### src/rtl/sp_pkg.sv
`timescale 1ns/1ps
package sp_pkg;

    // Lock sequencer states
    typedef enum logic [1:0] {
        SEQ_OFF   = 2'd0,
        SEQ_HUNT  = 2'd1,
        SEQ_TRACK = 2'd2
    } seq_state_t;

    // Longest legal strobe, in rising edges
    localparam int STROBE_MAX_HI = 3;

endpackage

### src/rtl/sp_strobe_mon.sv
`timescale 1ns/1ps
// Watches the pixel strobe: reference-fall detection and overlong detection
module sp_strobe_mon #(
    parameter int MAX_HI = 3,
    localparam int CW    = $clog2(MAX_HI + 2)
) (
    input  logic clk,
    input  logic rst_n,
    input  logic run,
    input  logic strobe,
    output logic fall_evt,
    output logic over_now,
    output logic err_q
);

    logic          strobe_q;
    logic [CW-1:0] hi_cnt;

    // Edge after the last high edge: the SHD falling reference
    always_comb begin
        fall_evt = run && strobe_q && !strobe;
        over_now = run && strobe && (hi_cnt == CW'(MAX_HI));
    end

    always_ff @(posedge clk or negedge rst_n) begin
        if (!rst_n) begin
            strobe_q <= 1'b0;
            hi_cnt   <= '0;
            err_q    <= 1'b0;
        end else if (!run) begin
            strobe_q <= 1'b0;
            hi_cnt   <= '0;
            err_q    <= 1'b0;
        end else begin
            strobe_q <= strobe;
            err_q    <= over_now;
            if (!strobe)
                hi_cnt <= '0;
            else if (hi_cnt != CW'(MAX_HI + 1))
                hi_cnt <= hi_cnt + CW'(1);
        end
    end

endmodule

### src/rtl/sp_seq.sv
`timescale 1ns/1ps
// Lock sequencer and pixel phase counter
module sp_seq
    import sp_pkg::*;
#(
    parameter int PERIOD = 8,
    localparam int PW    = $clog2(PERIOD)
) (
    input  logic          clk,
    input  logic          rst_n,
    input  logic          pwr_on,
    input  logic          fall_evt,
    input  logic          over_now,
    output logic          track,
    output logic [PW-1:0] phase
);

    seq_state_t state, state_n;

    // State register
    always_ff @(posedge clk or negedge rst_n) begin
        if (!rst_n)
            state <= SEQ_OFF;
        else
            state <= state_n;
    end

    // Next state
    always_comb begin
        state_n = state;
        unique case (state)
            SEQ_OFF:   state_n = pwr_on ? SEQ_HUNT : SEQ_OFF;
            SEQ_HUNT:  begin
                if (!pwr_on)       state_n = SEQ_OFF;
                else if (fall_evt) state_n = SEQ_TRACK;
            end
            SEQ_TRACK: begin
                if (!pwr_on)       state_n = SEQ_OFF;
                else if (over_now) state_n = SEQ_HUNT;
            end
            default:   state_n = SEQ_OFF;
        endcase
    end

    // Outputs
    always_comb begin
        track = (state == SEQ_TRACK);
    end

    // Phase within the pixel: 0 right after the reference-fall edge
    always_ff @(posedge clk or negedge rst_n) begin
        if (!rst_n)
            phase <= '0;
        else if (state_n != SEQ_TRACK || fall_evt || phase == PW'(PERIOD - 1))
            phase <= '0;
        else
            phase <= phase + PW'(1);
    end

endmodule

### src/rtl/sp_pulse_gen.sv
`timescale 1ns/1ps
// Builds SHD and SHR from the pixel phase
module sp_pulse_gen #(
    parameter int PERIOD = 8,
    parameter int CODE_W = 2,
    localparam int PW    = $clog2(PERIOD)
) (
    input  logic              clk,
    input  logic              rst_n,
    input  logic              pwr_on,
    input  logic              track,
    input  logic              fall_evt,
    input  logic              over_now,
    input  logic [PW-1:0]     phase,
    input  logic              strobe,
    input  logic              cds_mode,
    input  logic              shd_from_strobe,
    input  logic [CODE_W-1:0] shd_width,
    input  logic [CODE_W-1:0] shr_delay,
    output logic              shd,
    output logic              shr
);

    logic          shd_q, shr_q, live;
    logic [PW-1:0] shd_start;

    always_comb begin
        live      = track && !over_now && !fall_evt;
        shd_start = PW'(PERIOD - 2) - PW'(shd_width);
    end

    always_ff @(posedge clk or negedge rst_n) begin
        if (!rst_n) begin
            shd_q <= 1'b0;
            shr_q <= 1'b0;
        end else begin
            if (!live || phase == PW'(PERIOD - 1))
                shd_q <= 1'b0;
            else if (phase == shd_start)
                shd_q <= 1'b1;
            shr_q <= live && (phase == PW'(shr_delay));
        end
    end

    always_comb begin
        shd = pwr_on && (shd_from_strobe ? strobe : shd_q);
        shr = pwr_on && cds_mode && shr_q;
    end

endmodule

### src/rtl/sample_pulse_gen.sv
`timescale 1ns/1ps
module sample_pulse_gen #(
    parameter int PERIOD = 8,
    parameter int CODE_W = 2,
    localparam int PW    = $clog2(PERIOD)
) (
    input  logic              clk,
    input  logic              rst_n,
    input  logic              pwr_on,
    input  logic              strobe,
    input  logic              cds_mode,
    input  logic              shd_from_strobe,
    input  logic [CODE_W-1:0] shd_width,
    input  logic [CODE_W-1:0] shr_delay,
    output logic              shd,
    output logic              shr,
    output logic              strobe_err
);

    logic          fall_evt, over_now, track;
    logic [PW-1:0] phase;

    sp_strobe_mon #(.MAX_HI(sp_pkg::STROBE_MAX_HI)) u_mon (
        .clk(clk), .rst_n(rst_n), .run(pwr_on), .strobe(strobe),
        .fall_evt(fall_evt), .over_now(over_now), .err_q(strobe_err)
    );

    sp_seq #(.PERIOD(PERIOD)) u_seq (
        .clk(clk), .rst_n(rst_n), .pwr_on(pwr_on),
        .fall_evt(fall_evt), .over_now(over_now),
        .track(track), .phase(phase)
    );

    sp_pulse_gen #(.PERIOD(PERIOD), .CODE_W(CODE_W)) u_gen (
        .clk(clk), .rst_n(rst_n), .pwr_on(pwr_on), .track(track),
        .fall_evt(fall_evt), .over_now(over_now), .phase(phase),
        .strobe(strobe), .cds_mode(cds_mode),
        .shd_from_strobe(shd_from_strobe), .shd_width(shd_width),
        .shr_delay(shr_delay), .shd(shd), .shr(shr)
    );

endmodule

### config.mk
export PLATFORM = sky130hd
export DESIGN_NAME = sample_pulse_gen
export DESIGN_NICKNAME = d
export VERILOG_FILES = /design/src/rtl/sp_pkg.sv /design/src/rtl/sp_strobe_mon.sv /design/src/rtl/sp_seq.sv /design/src/rtl/sp_pulse_gen.sv /design/src/rtl/sample_pulse_gen.sv
export SDC_FILE = /design/constraint.sdc
export NUM_CORES = 1
export LEC_CHECK = 0
export ABC_CLOCK_PERIOD_IN_PS = 1300
export BUFFER_PORTS_ARGS = -buffer_cell sky130_fd_sc_hd__buf_2
export CAP_MARGIN = 20
export CORE_MARGIN = 1
export CORE_UTILIZATION = 46
export DETAILED_ROUTE_END_ITERATION = 10
export PLACE_DENSITY = 0.7
export SETUP_SLACK_MARGIN = 0.5
export SKIP_CTS_REPAIR_TIMING = 1
export SYNTH_ARGS = -nofsm -noshare
export SYNTH_HDL_FRONTEND = slang
export SYNTH_SLANG_ARGS = --single-unit
### constraint.sdc
create_clock -name clk -period 1.3 [get_ports clk]
set_input_delay 0.065 -clock clk [delete_from_list [all_inputs] [get_ports clk]]
set_output_delay 0.065 -clock clk [all_outputs]
set_load 0.05 [all_outputs]
* Word-level counts from Yosys, hierarchy flattened
Index checks and enable logic that the tools add are counted.
** Word-level totals
- Logic and storage cells :: 53
- Flip-flop bits (word level) :: 12
- Bits of input ports :: 10
- Output and inout bits :: 3
** Cells by class
- Add/sub/neg operators :: 3
- Mux-type cells :: 15
- Reduce and logical (&&, ||, !) cells :: 19
- Equal/unequal tests :: 9
** Operators by type and width (count)
- 3-bit 2-to-1 mux :: 4
- 1-bit logical AND :: 10
- 2-bit 2-to-1 mux :: 4
- 3-bit by 1-bit adder with 3-bit output (second input constant) :: 2
- 1-bit 2-to-1 mux :: 6
- 2-bit one-hot mux with 3 select lines :: 1
- 1-bit zero test :: 4
- 3-bit by 2-bit equality test with 1-bit output :: 1
- 3-bit by 2-bit equality test with 1-bit output (second input constant) :: 1
- 3-bit equality test :: 1
- 3-bit equality test (second input constant) :: 1
- 1-bit logical OR :: 3
- 3-bit by 2-bit inequality test with 1-bit output (second input constant) :: 1
- 3-bit inequality test (second input constant) :: 1
- 3-bit by 2-bit subtractor with 3-bit output (first input constant) :: 1
- 2-bit by 1-bit equality test with 1-bit output (second input constant) :: 1
- 2-bit equality test (second input constant) :: 1
- 2-bit zero test :: 1
- 2-bit inequality test (second input constant) :: 1
- 2-bit nonzero test :: 1

* Longest topological paths before layout
Gate-level depths: netlist of the first run.
- Depth after elaboration :: 9
- Mapped depth :: 5
- Gate-level depth less buffers :: 5

* Hierarchy
From an unflattened synthesis of the first run, not the netlist that was laid out.
** Second synthesis, totals
- Cell total of the unflattened synthesis :: 58
- Area total of the unflattened synthesis :: 676.9 um^2
** By module, submodules not included
- sp_seq :: cells each 18, area each 266.5 um^2, instances 1
- sp_strobe_mon :: cells each 24, area each 252.7 um^2, instances 1
- sp_pulse_gen :: cells each 16, area each 157.7 um^2, instances 1

* Worst setup path after synthesis of the first run
OpenSTA, ideal clock, no wires.
- Kind :: reg2reg
- From :: register u_mon.hi_cnt[0]
- To :: register u_seq.phase[1]
- Path buffers :: 0
- Cell stages (with the launch flop) :: 6
- Library setup time :: 0.064 ns
- Setup slack :: -0.092 ns
- Arrival :: 1.327 ns
- Period minus slack after synthesis :: 1.392 ns
- Data required time :: 1.236 ns
- Cell sequence :: dfrtp_1 > ha_1 > ha_1 > mux2i_1 > nor4b_4 > and2_2
** On the way
- Cells in the longest elaborated chain, start to end :: 9
** Ends and longest elaborated chain
- start: declaration :: RTL line sp_strobe_mon.sv:17 : logic [CW-1:0] hi_cnt;
- start signal: assignment :: RTL line sp_strobe_mon.sv:40 : hi_cnt <= hi_cnt + CW'(1);
- 3-bit by 2-bit equality test with 1-bit output :: RTL line sp_strobe_mon.sv:22 : over_now = run && strobe && (hi_cnt == CW'(MAX_HI));
- 1-bit logical AND :: RTL line sp_strobe_mon.sv:22
- 2-bit 2-to-1 mux :: RTL line sp_seq.sv:39 : else if (over_now) state_n = SEQ_HUNT;
- 2-bit 2-to-1 mux :: RTL line sp_seq.sv:38 : if (!pwr_on) state_n = SEQ_OFF;
- 2-bit one-hot mux with 3 select lines :: RTL line sp_seq.sv:31 : unique case (state)
- 2-bit inequality test :: RTL line sp_seq.sv:54 : else if (state_n != SEQ_TRACK || fall_evt || phase == PW'(PERIOD - 1))
- 1-bit logical OR (2 in a row) :: RTL line sp_seq.sv:54
- 3-bit 2-to-1 mux :: RTL line sp_seq.sv:54
- end signal: assignment :: RTL line sp_seq.sv:57 : phase <= phase + PW'(1);
- end: declaration :: RTL line sp_seq.sv:15 : output logic [PW-1:0] phase
No other way between the ends.
A chain may end at the register's enable or synchronous reset.

* Worst setup path in the final report of the first run
- From :: register u_mon.hi_cnt[0]
- To :: register u_seq.phase[2]
Same word-level chain as after synthesis.

==> key figures, run 1 <==
Run status
  – Status: finished, violations left
  – Failing checks: setup timing

Power
  – Pwr per Cell Area: 746 nW/um^2
  – Seq pwr share: 0.527
  – Pleak: 0.478 nW
  – Comb pwr share: 0.169
  – Internal power: 0.551 mW
  – Clk pwr share: 0.303
  – Total Power: 0.738 mW
  – Psw: 0.186 mW
  – Worst VDD drop: 0.518 mV
  – Switch share: 0.252

Worst setup path
  – Worst EP arrival: 1.65 ns
  – WP buf/inv: 0
  – Worst R2R End: u_seq.phase[2]
  – Critical Path Fanout Max: 3
  – Top delay family on crit path: simple AND/OR/NAND/NOR gates
  – Slowest stage cell, crit path: dfrtp_1
  – Critical path class: reg2reg
  – Crit-path cells: ha_2, ha_4, mux2i_4, nor4b_4, and2_4
  – Crit start category: flip-flop
  – R2R Path Start: u_mon.hi_cnt[0]
  – CP peak stage delay: 0.39 ns
  – Critical path capture point type: flip-flop
  – Worst EP required: 1.52 ns
  – Worst R2R Setup Slack: -0.14 ns
  – R2R depth: 5

Synthesis
  – Share of Yosys cell area claimed by the top area cell type: 0.453
  – Yosys warnings: 0
  – Seq cells post-synth: 12
  – Post-Syn Instances: 60
  – Cell Area, Synth: 663 um^2
  – Synth area leader: dfrtp_1
  – Post-Syn Nets: 76
  – Number of library cell types mapped by synthesis: 21
  – Synth area leaders: dfrtp_1, ha_1, xnor2_1
  – Sequential area share after synthesis: 0.453
  – Syn Area/Cell: 11.1 um^2

Die
  – Die Y-Extent: 40.0 um
  – Die Wd: 40.0 um
  – Total core area: 1320 um^2
  – Cell Rows: 13
  – Initial Util: 0.503
  – Die area: 1600 um^2
  – IO Pins: 13

Clocking
  – CTS tree: built
  – Clock Sinks: 12
  – H-Tree Depth: 1
  – CTS Buf Count: 3
  – Worst skew pair latency: 0.27 ns
  – CTS Buffer Depth: 2
  – CTS root buf: clkbuf_4
  – Worst-path clk slew: 0.07 ns

Global route
  – Grt total ovfl: 0
  – First-pass GRT wire length: 1.86 mm
  – Tot GR Track Use: 0.191
  – Initial antenna violation count: 0
  – Vias in the first global route: 457
  – Largest net degree at the start of global routing: 13

Final layout
  – Diodes inserted: 0
  – Multi-input logic area: 447 um^2
  – Layout area overhead: 49.1%
  – FF+latch area: 300 um^2
  – Filler instances: 92
  – Fin nets: 103
  – Design Area, Final: 988 um^2
  – Share of layout cells above drive strength 1: 0.624

Job
  – Max-Cap Viols: 0

Detailed routing
  – Detailed Route WL: 1.35 mm
  – Via-to-Cell Ratio: 5.30
  – DR WL/cell: 13.5 um
  – DRC Markers: 0
  – Vias: 530
  – Final ANT Viol Nets: 0
  – Initial DRC count: 7
  – TritonRoute pass-1 iters: 4

STA
  – Max Clock Skew: 0.00232 ns
  – Max Freq: 696 MHz
  – Worst-margin pin slew: 0.273 ns
  – Final Setup Violations: 6
  – Max Transition Viols Final: 0
  – Period utilization: 1.10
  – RSZ-0062 raised after global routing: yes
  – Max-Slew Margin vs Limit: 0.818
  – Final min period: 1.44 ns
  – Final Hold Fails: 0
  – Final WS setup: -0.136 ns

Place
  – Final Wtd Congestion: 0.681
  – Worst slack at placement: -0.136 ns
  – Post-DP Area: 813 um^2
  – IO Port Bufs: 12
  – Hpwl dp: 932 um

Min path
  – Hold path depth: 2
  – Beginning of the worst hold path: pwr_on
  – Min-Delay Path Class: in2reg
  – Sink of the worst hold path: u_seq.state[0]
## area by class of cell
| type | instances | share of cell area |
|---|---|---|
| sequential | 12 | 0.304 |
| inverter | 6 | 0.0253 |
| timing repair buffer | 23 | 0.177 |
| clock buffer | 3 | 0.0228 |
| tap | 15 | 0.0190 |
| multi-input combinational | 41 | 0.452 |
## metrics by stage
| step | TNS, ns | utilization | instances | hold WS (ns) |
|---|---|---|---|---|
| finish | -0.448 | 0.750 | 100 | 0.0708 |
| global route | -0.822 | 0.750 | 100 | 0.0541 |
| CTS | -0.599 | 0.634 | 94 | -0.337 |
| detailed placement | -0.543 | 0.617 | 91 | -0.0450 |
| global placement | -0.232 | 0.617 | 91 | -0.0490 |
| floorplan | -0.143 | - | 60 | -0.231 |
## worst register-to-register path: stages (launching register included)
cell	delay [ns]
dfrtp_1	0.39
ha_2	0.21
ha_4	0.17
mux2i_4	0.15
nor4b_4	0.27
and2_4	0.19
## synthesized netlist by cell type
cell type  number
o21a_1          2
xor2_1          2
nor4b_4         1
and3_2          1
nor4_1          2
nand2b_4        1
xnor2_1         4
inv_1           6
and2b_2         1
buf_6           1
and3_1          1
a21oi_1         5
nor2_1          3
a31oi_1         1
dfrtp_1        12
and2_2          2
and4bb_2        1
ha_1            6
mux2i_1         2
nand2_1         5
nand3_1         1
## logic make-up (layout without fill, tap and decap cells)
group	Yosys count	count (layout)	synth area share
flip-flops	12	12	0.453
multiplexers	2	2	0.0302
AO/OA/AOI/OAI	8	8	0.0698
XOR/XNOR	6	6	0.0792
adder cells (fa/ha/maj)	6	6	0.113
buffers and inverters	7	32	0.0509
AND/OR/NAND/NOR	19	19	0.204
## worst max path at each step
stage	start	end	slack, ns	depth (start not counted)
2_1_floorplan	u_mon.hi_cnt[0]	u_seq.phase[0]	-0.05	5
3_3_place_gp	u_mon.hi_cnt[1]	u_seq.phase[0]	-0.08	5
3_5_place_dp	u_mon.hi_cnt[1]	u_seq.phase[1]	-0.14	5
4_1_cts	u_mon.hi_cnt[1]	u_seq.phase[1]	-0.15	5
5_1_grt	u_mon.hi_cnt[0]	u_seq.phase[2]	-0.20	5
6_report	u_mon.hi_cnt[0]	u_seq.phase[2]	-0.14	5
## cell usage in the layout, fill, tap and decap left out, types with 3 or more instances in the layout
master    synthesis  final
dfrtp_1          12     12
buf_2             0      9
buf_4             0      8
inv_1             6      4
a21oi_2           0      4
buf_6             1      4
xnor2_1           4      3
ha_1              6      3
clkbuf_4          0      3
## flip-flops by register name, summed over array words and instances, names as in the netlist
| signal | cells |
|---|---|
| u_mon.hi_cnt | 3 |
| u_seq.phase | 3 |
| u_seq.state | 2 |
| u_gen.shd_q | 1 |
| u_gen.shr_q | 1 |
| u_mon.err_q | 1 |
| u_mon.strobe_q | 1 |
## layer usage
metal	routed length (um)	track usage
met5	0	0
met4	26	0.129
met3	63	0.0833
met2	703	0.302
met1	553	0.204
## power groups by stage
stage               Sequential (mW)  Combinational [mW]  Clock, mW
floorplan                     0.394              0.0587          0
global placement              0.394              0.0906          0
detailed placement            0.395              0.0941          0
CTS                           0.387              0.0943      0.229
global route                  0.390               0.137      0.262
finish                        0.389               0.125      0.224
Note: power is estimated with default switching activity, not from simulation.
==> run 2: changes to the inputs <==
--- a/config.mk
+++ b/config.mk
@@ -6,7 +6,7 @@
 export NUM_CORES = 1
 export LEC_CHECK = 0
 export ABC_CLOCK_PERIOD_IN_PS = 1300
-export BUFFER_PORTS_ARGS = -buffer_cell sky130_fd_sc_hd__buf_2
+export BUFFER_PORTS_ARGS = -buffer_cell sky130_fd_sc_hd__clkbuf_2
 export CAP_MARGIN = 20
 export CORE_MARGIN = 1
 export CORE_UTILIZATION = 46
==> run 2 against run 1 <==
The flow still finishes with violations (setup timing); hold slack worse by 0.023 ns; setup slack better by 0.015 ns; clock-buffer cell count up 1; core utilization down 3.9 points; critical path type unchanged; largest cell class unchanged.
==> key figures, run 2 (synthesis results as in run 1) <==
Detailed routing
  – Vias: 502
  – Initial DRC count: 3
  – Detailed Route WL: 1.29 mm
  – Via-to-Cell Ratio: 5.07
  – Final ANT Viol Nets: 0
  – TritonRoute pass-1 iters: 2
  – DRC Markers: 0
  – DR WL/cell: 13.0 um

Global route
  – Initial antenna violation count: 0
  – Vias in the first global route: 461
  – Tot GR Track Use: 0.186
  – Largest net degree at the start of global routing: 13
  – First-pass GRT wire length: 1.81 mm
  – Grt total ovfl: 0

Clocking
  – Clock Sinks: 12
  – Worst-path clk slew: 0.08 ns
  – CTS Buf Count: 3
  – CTS root buf: clkbuf_4
  – Worst skew pair latency: 0.28 ns
  – CTS Buffer Depth: 2
  – CTS tree: built
  – H-Tree Depth: 1

Die
  – IO Pins: 13
  – Die Wd: 40.0 um
  – Initial Util: 0.503
  – Total core area: 1320 um^2
  – Cell Rows: 13
  – Die Y-Extent: 40.0 um
  – Die area: 1600 um^2

Final layout
  – Diodes inserted: 0
  – Commonest cells after routing, fill and taps aside: dfrtp_1, clkbuf_2, buf_4
  – Top flop regs: u_mon.hi_cnt: 3 flops, u_seq.phase: 3 flops, u_seq.state: 2 flops
  – Commonest non-fill, non-tap cell in the layout: dfrtp_1
  – Multi-input logic area: 400 um^2
  – Share of layout cells above drive strength 1: 0.524
  – Layout area overhead: 41.3%
  – FF+latch area: 300 um^2
  – Fin nets: 101
  – Filler instances: 96

STA
  – Period utilization: 1.09
  – Max Freq: 704 MHz
  – Worst-margin pin slew: 0.295 ns
  – RSZ-0062 raised after global routing: yes
  – Final Hold Fails: 0
  – Hold Slack: 0.0475 ns
  – Max Clock Skew: 0.00286 ns
  – Final WS setup: -0.121 ns
  – Final min period: 1.42 ns
  – Max Transition Viols Final: 0
  – Max-Slew Margin vs Limit: 0.803
  – Final Setup Violations: 4

Worst setup path
  – Worst EP arrival: 1.65 ns
  – Crit start category: flip-flop
  – Critical path class: reg2reg
  – Critical path capture point type: flip-flop
  – Critical Path Fanout Max: 4
  – Worst R2R Setup Slack: -0.12 ns
  – Worst EP required: 1.53 ns

Run status
  – Failing checks: setup timing
  – Status: finished, violations left

Power
  – Worst VDD drop: 0.465 mV
  – Total Power: 0.811 mW
  – Pleak: 0.477 nW
  – Pwr per Cell Area: 866 nW/um^2

Place
  – IO Port Bufs: 12
  – Hpwl dp: 893 um
  – Final Wtd Congestion: 0.681

Min path
  – Min-Delay Path Class: in2reg

Job
  – Max-Cap Viols: 0
[run 2: cell types whose count changed in the layout (fill, tap and decap cells not counted), sizes merged]
cell    delta
clkbuf    +10
buf       -11
[run 2: final cells by class]
cell class / instances / area share
clock buffer: 4 / 0.0387
inverter: 6 / 0.0267
multi-input combinational: 41 / 0.427
sequential: 12 / 0.320
tap: 15 / 0.0200
timing repair buffer: 21 / 0.167
[run 2: critical path: stages (launching register included)]
cell,delay (ns)
dfrtp_1,0.39
ha_2,0.20
ha_4,0.16
mux2i_2,0.16
nor4b_4,0.26
and2_4,0.18
[run 2: report_power, final]
part	switching, mW	total, mW	internal (mW)
clock	0.140	0.310	0.171
sequential	0.00657	0.388	0.381
combinational	0.0565	0.113	0.0568
[run 2: per-layer routing]
layer	GRT usage	wire length (um)
met1	0.196	558
met2	0.306	653
met3	0.0333	36
met4	0.181	43
met5	0	0
[run 2: stage by stage]
| step | instances | setup TNS (ns) | instance area, um^2 | util | worst slack [ns] |
|---|---|---|---|---|---|
| 2_1_floorplan | 60 | -0.143 | 708 | - | -0.0481 |
| 3_3_place_gp | 91 | -0.229 | 813 | 0.617 | -0.0767 |
| 3_5_place_dp | 91 | -0.445 | 813 | 0.617 | -0.127 |
| 4_1_cts | 95 | -0.413 | 850 | 0.645 | -0.122 |
| 5_1_grt | 99 | -0.652 | 937 | 0.711 | -0.170 |
| 6_report | 99 | -0.373 | 937 | 0.711 | -0.121 |
[run 2: final timing paths]
check / startpoint / end / depth (start not counted)
worst min register to register: u_seq.phase[2] / u_gen.shr_q / 1
worst max register to register: u_mon.hi_cnt[0] / u_seq.phase[1] / 5
min in group asynchronous: rst_n / u_gen.shd_q / 2
worst min-delay path: pwr_on / u_seq.state[0] / 2
worst max-delay path: u_mon.hi_cnt[0] / u_seq.phase[1] / 5
max in group asynchronous: rst_n / u_mon.hi_cnt[1] / 2
==> run 3: changes to the inputs <==
--- a/config.mk
+++ b/config.mk
@@ -11,6 +11,7 @@
 export CORE_MARGIN = 1
 export CORE_UTILIZATION = 46
 export DETAILED_ROUTE_END_ITERATION = 10
+export MAX_ROUTING_LAYER = met4
 export PLACE_DENSITY = 0.7
 export SETUP_SLACK_MARGIN = 0.5
 export SKIP_CTS_REPAIR_TIMING = 1
==> run 3 against run 2 <==
Clock skew is essentially flat; wire length unchanged; hold slack is essentially flat; critical endpoint unchanged; core utilization unchanged; design area unchanged; the run still ends with setup timing left; fmax is essentially flat; non-clock buffer count unchanged; clock power barely moved; largest power group unchanged.
==> key figures, run 3 (synthesis results as in run 1) <==
Die
  – Die Wd: 40.0 um
  – IO Pins: 13
  – Total core area: 1320 um^2
  – Die Y-Extent: 40.0 um
  – Cell Rows: 13
  – Die area: 1600 um^2
  – Initial Util: 0.503

Worst setup path
  – Critical path capture point type: flip-flop
  – Crit start category: flip-flop
  – Worst EP arrival: 1.65 ns
  – Crit-path cells: ha_2, ha_4, mux2i_2, nor4b_4, and2_4
  – Slowest stage cell, crit path: dfrtp_1
  – Critical Path Fanout Max: 4
  – CP peak stage delay: 0.39 ns
  – Worst EP required: 1.53 ns
  – WP buf/inv: 0
  – Top delay family on crit path: simple AND/OR/NAND/NOR gates
  – R2R depth: 5
  – Critical path class: reg2reg
  – Cell depth of the worst setup path: 5

STA
  – Final min period: 1.42 ns
  – Max Clock Skew: 0.00287 ns
  – Max Freq: 704 MHz
  – Final WS setup: -0.121 ns
  – Max Transition Viols Final: 0
  – Period utilization: 1.09
  – Worst-margin pin slew: 0.295 ns
  – RSZ-0062 raised after global routing: yes
  – Final Hold Fails: 0
  – Final Setup Violations: 4
  – Hold Slack: 0.0475 ns
  – Max-Slew Margin vs Limit: 0.803

Run status
  – Status: finished, violations left
  – Failing checks: setup timing

Clocking
  – CTS Buffer Depth: 2
  – CTS Buf Count: 3
  – Worst-path clk slew: 0.08 ns
  – H-Tree Depth: 1
  – Worst skew pair latency: 0.28 ns
  – CTS root buf: clkbuf_4
  – CTS tree: built
  – Clock Sinks: 12

Final layout
  – Fin nets: 101
  – Multi-input logic area: 400 um^2
  – Share of layout cells above drive strength 1: 0.524
  – Layout area overhead: 41.3%
  – Final non-filler cell total: 99
  – Commonest cells after routing, fill and taps aside: dfrtp_1, clkbuf_2, buf_4
  – Top flop regs: u_mon.hi_cnt: 3 flops, u_seq.phase: 3 flops, u_seq.state: 2 flops
  – Filler instances: 96
  – Commonest non-fill, non-tap cell in the layout: dfrtp_1
  – Diodes inserted: 0
  – Design Area, Final: 937 um^2
  – FF+latch area: 300 um^2

Detailed routing
  – TritonRoute pass-1 iters: 2
  – Final ANT Viol Nets: 0
  – DR WL/cell: 13.0 um
  – Vias: 502
  – Via-to-Cell Ratio: 5.07
  – Initial DRC count: 3
  – Detailed Route WL: 1.29 mm
  – DRC Markers: 0

Place
  – Final Wtd Congestion: 0.688
  – IO Port Bufs: 12
  – Worst slack at placement: -0.127 ns
  – Hpwl dp: 893 um
  – DP Cell Count: 91
  – Post-DP Area: 813 um^2

Global route
  – Grt total ovfl: 0
  – Vias in the first global route: 461
  – Initial antenna violation count: 0
  – First-pass GRT wire length: 1.82 mm
  – Largest net degree at the start of global routing: 13
  – Tot GR Track Use: 0.192

Min path
  – Hold path depth: 2
  – Min-Delay Path Class: in2reg

Power
  – Worst VDD drop: 0.465 mV
  – Total Power: 0.811 mW
  – Pwr per Cell Area: 866 nW/um^2
  – Pleak: 0.477 nW

Job
  – Max-Cap Viols: 0
## run 3: worst paths after layout
check,slack [ns],start,end
worst max-delay path,-0.12,u_mon.hi_cnt[0],u_seq.phase[1]
worst min-delay path,0.05,pwr_on,u_seq.state[0]
worst max register to register,-0.12,u_mon.hi_cnt[0],u_seq.phase[1]
worst min register to register,0.52,u_seq.phase[2],u_gen.shr_q
max in group asynchronous,0.87,rst_n,u_mon.hi_cnt[1]
min in group asynchronous,0.21,rst_n,u_gen.shd_q
## run 3: area by class of cell
class	instances	share of cell area
Inverter	6	0.0267
Timing Repair Buffer	21	0.167
Sequential cell	12	0.320
Clock buffer	4	0.0387
Tap cell	15	0.0200
Multi-Input combinational cell	41	0.427
## run 3: metrics by stage
stage	TNS, ns	util
floorplan	-0.143	-
global placement	-0.229	0.617
detailed placement	-0.445	0.617
CTS	-0.413	0.645
global route	-0.652	0.711
finish	-0.373	0.711
## run 3: power by group
group          leakage, nW  internal [mW]  switching, mW  total, mW
Sequential           0.163          0.381        0.00657      0.388
Clock               0.0210          0.171          0.140      0.310
Combinational        0.293         0.0568         0.0565      0.113
## run 3: routing by layer
metal | track usage | up-vias | wire, um
li1 | - | 251 | -
met1 | 0.196 | 235 | 556
met2 | 0.306 | 11 | 653
met3 | 0.0333 | 5 | 38
met4 | 0.181 | 0 | 43
met5 | - | - | 0
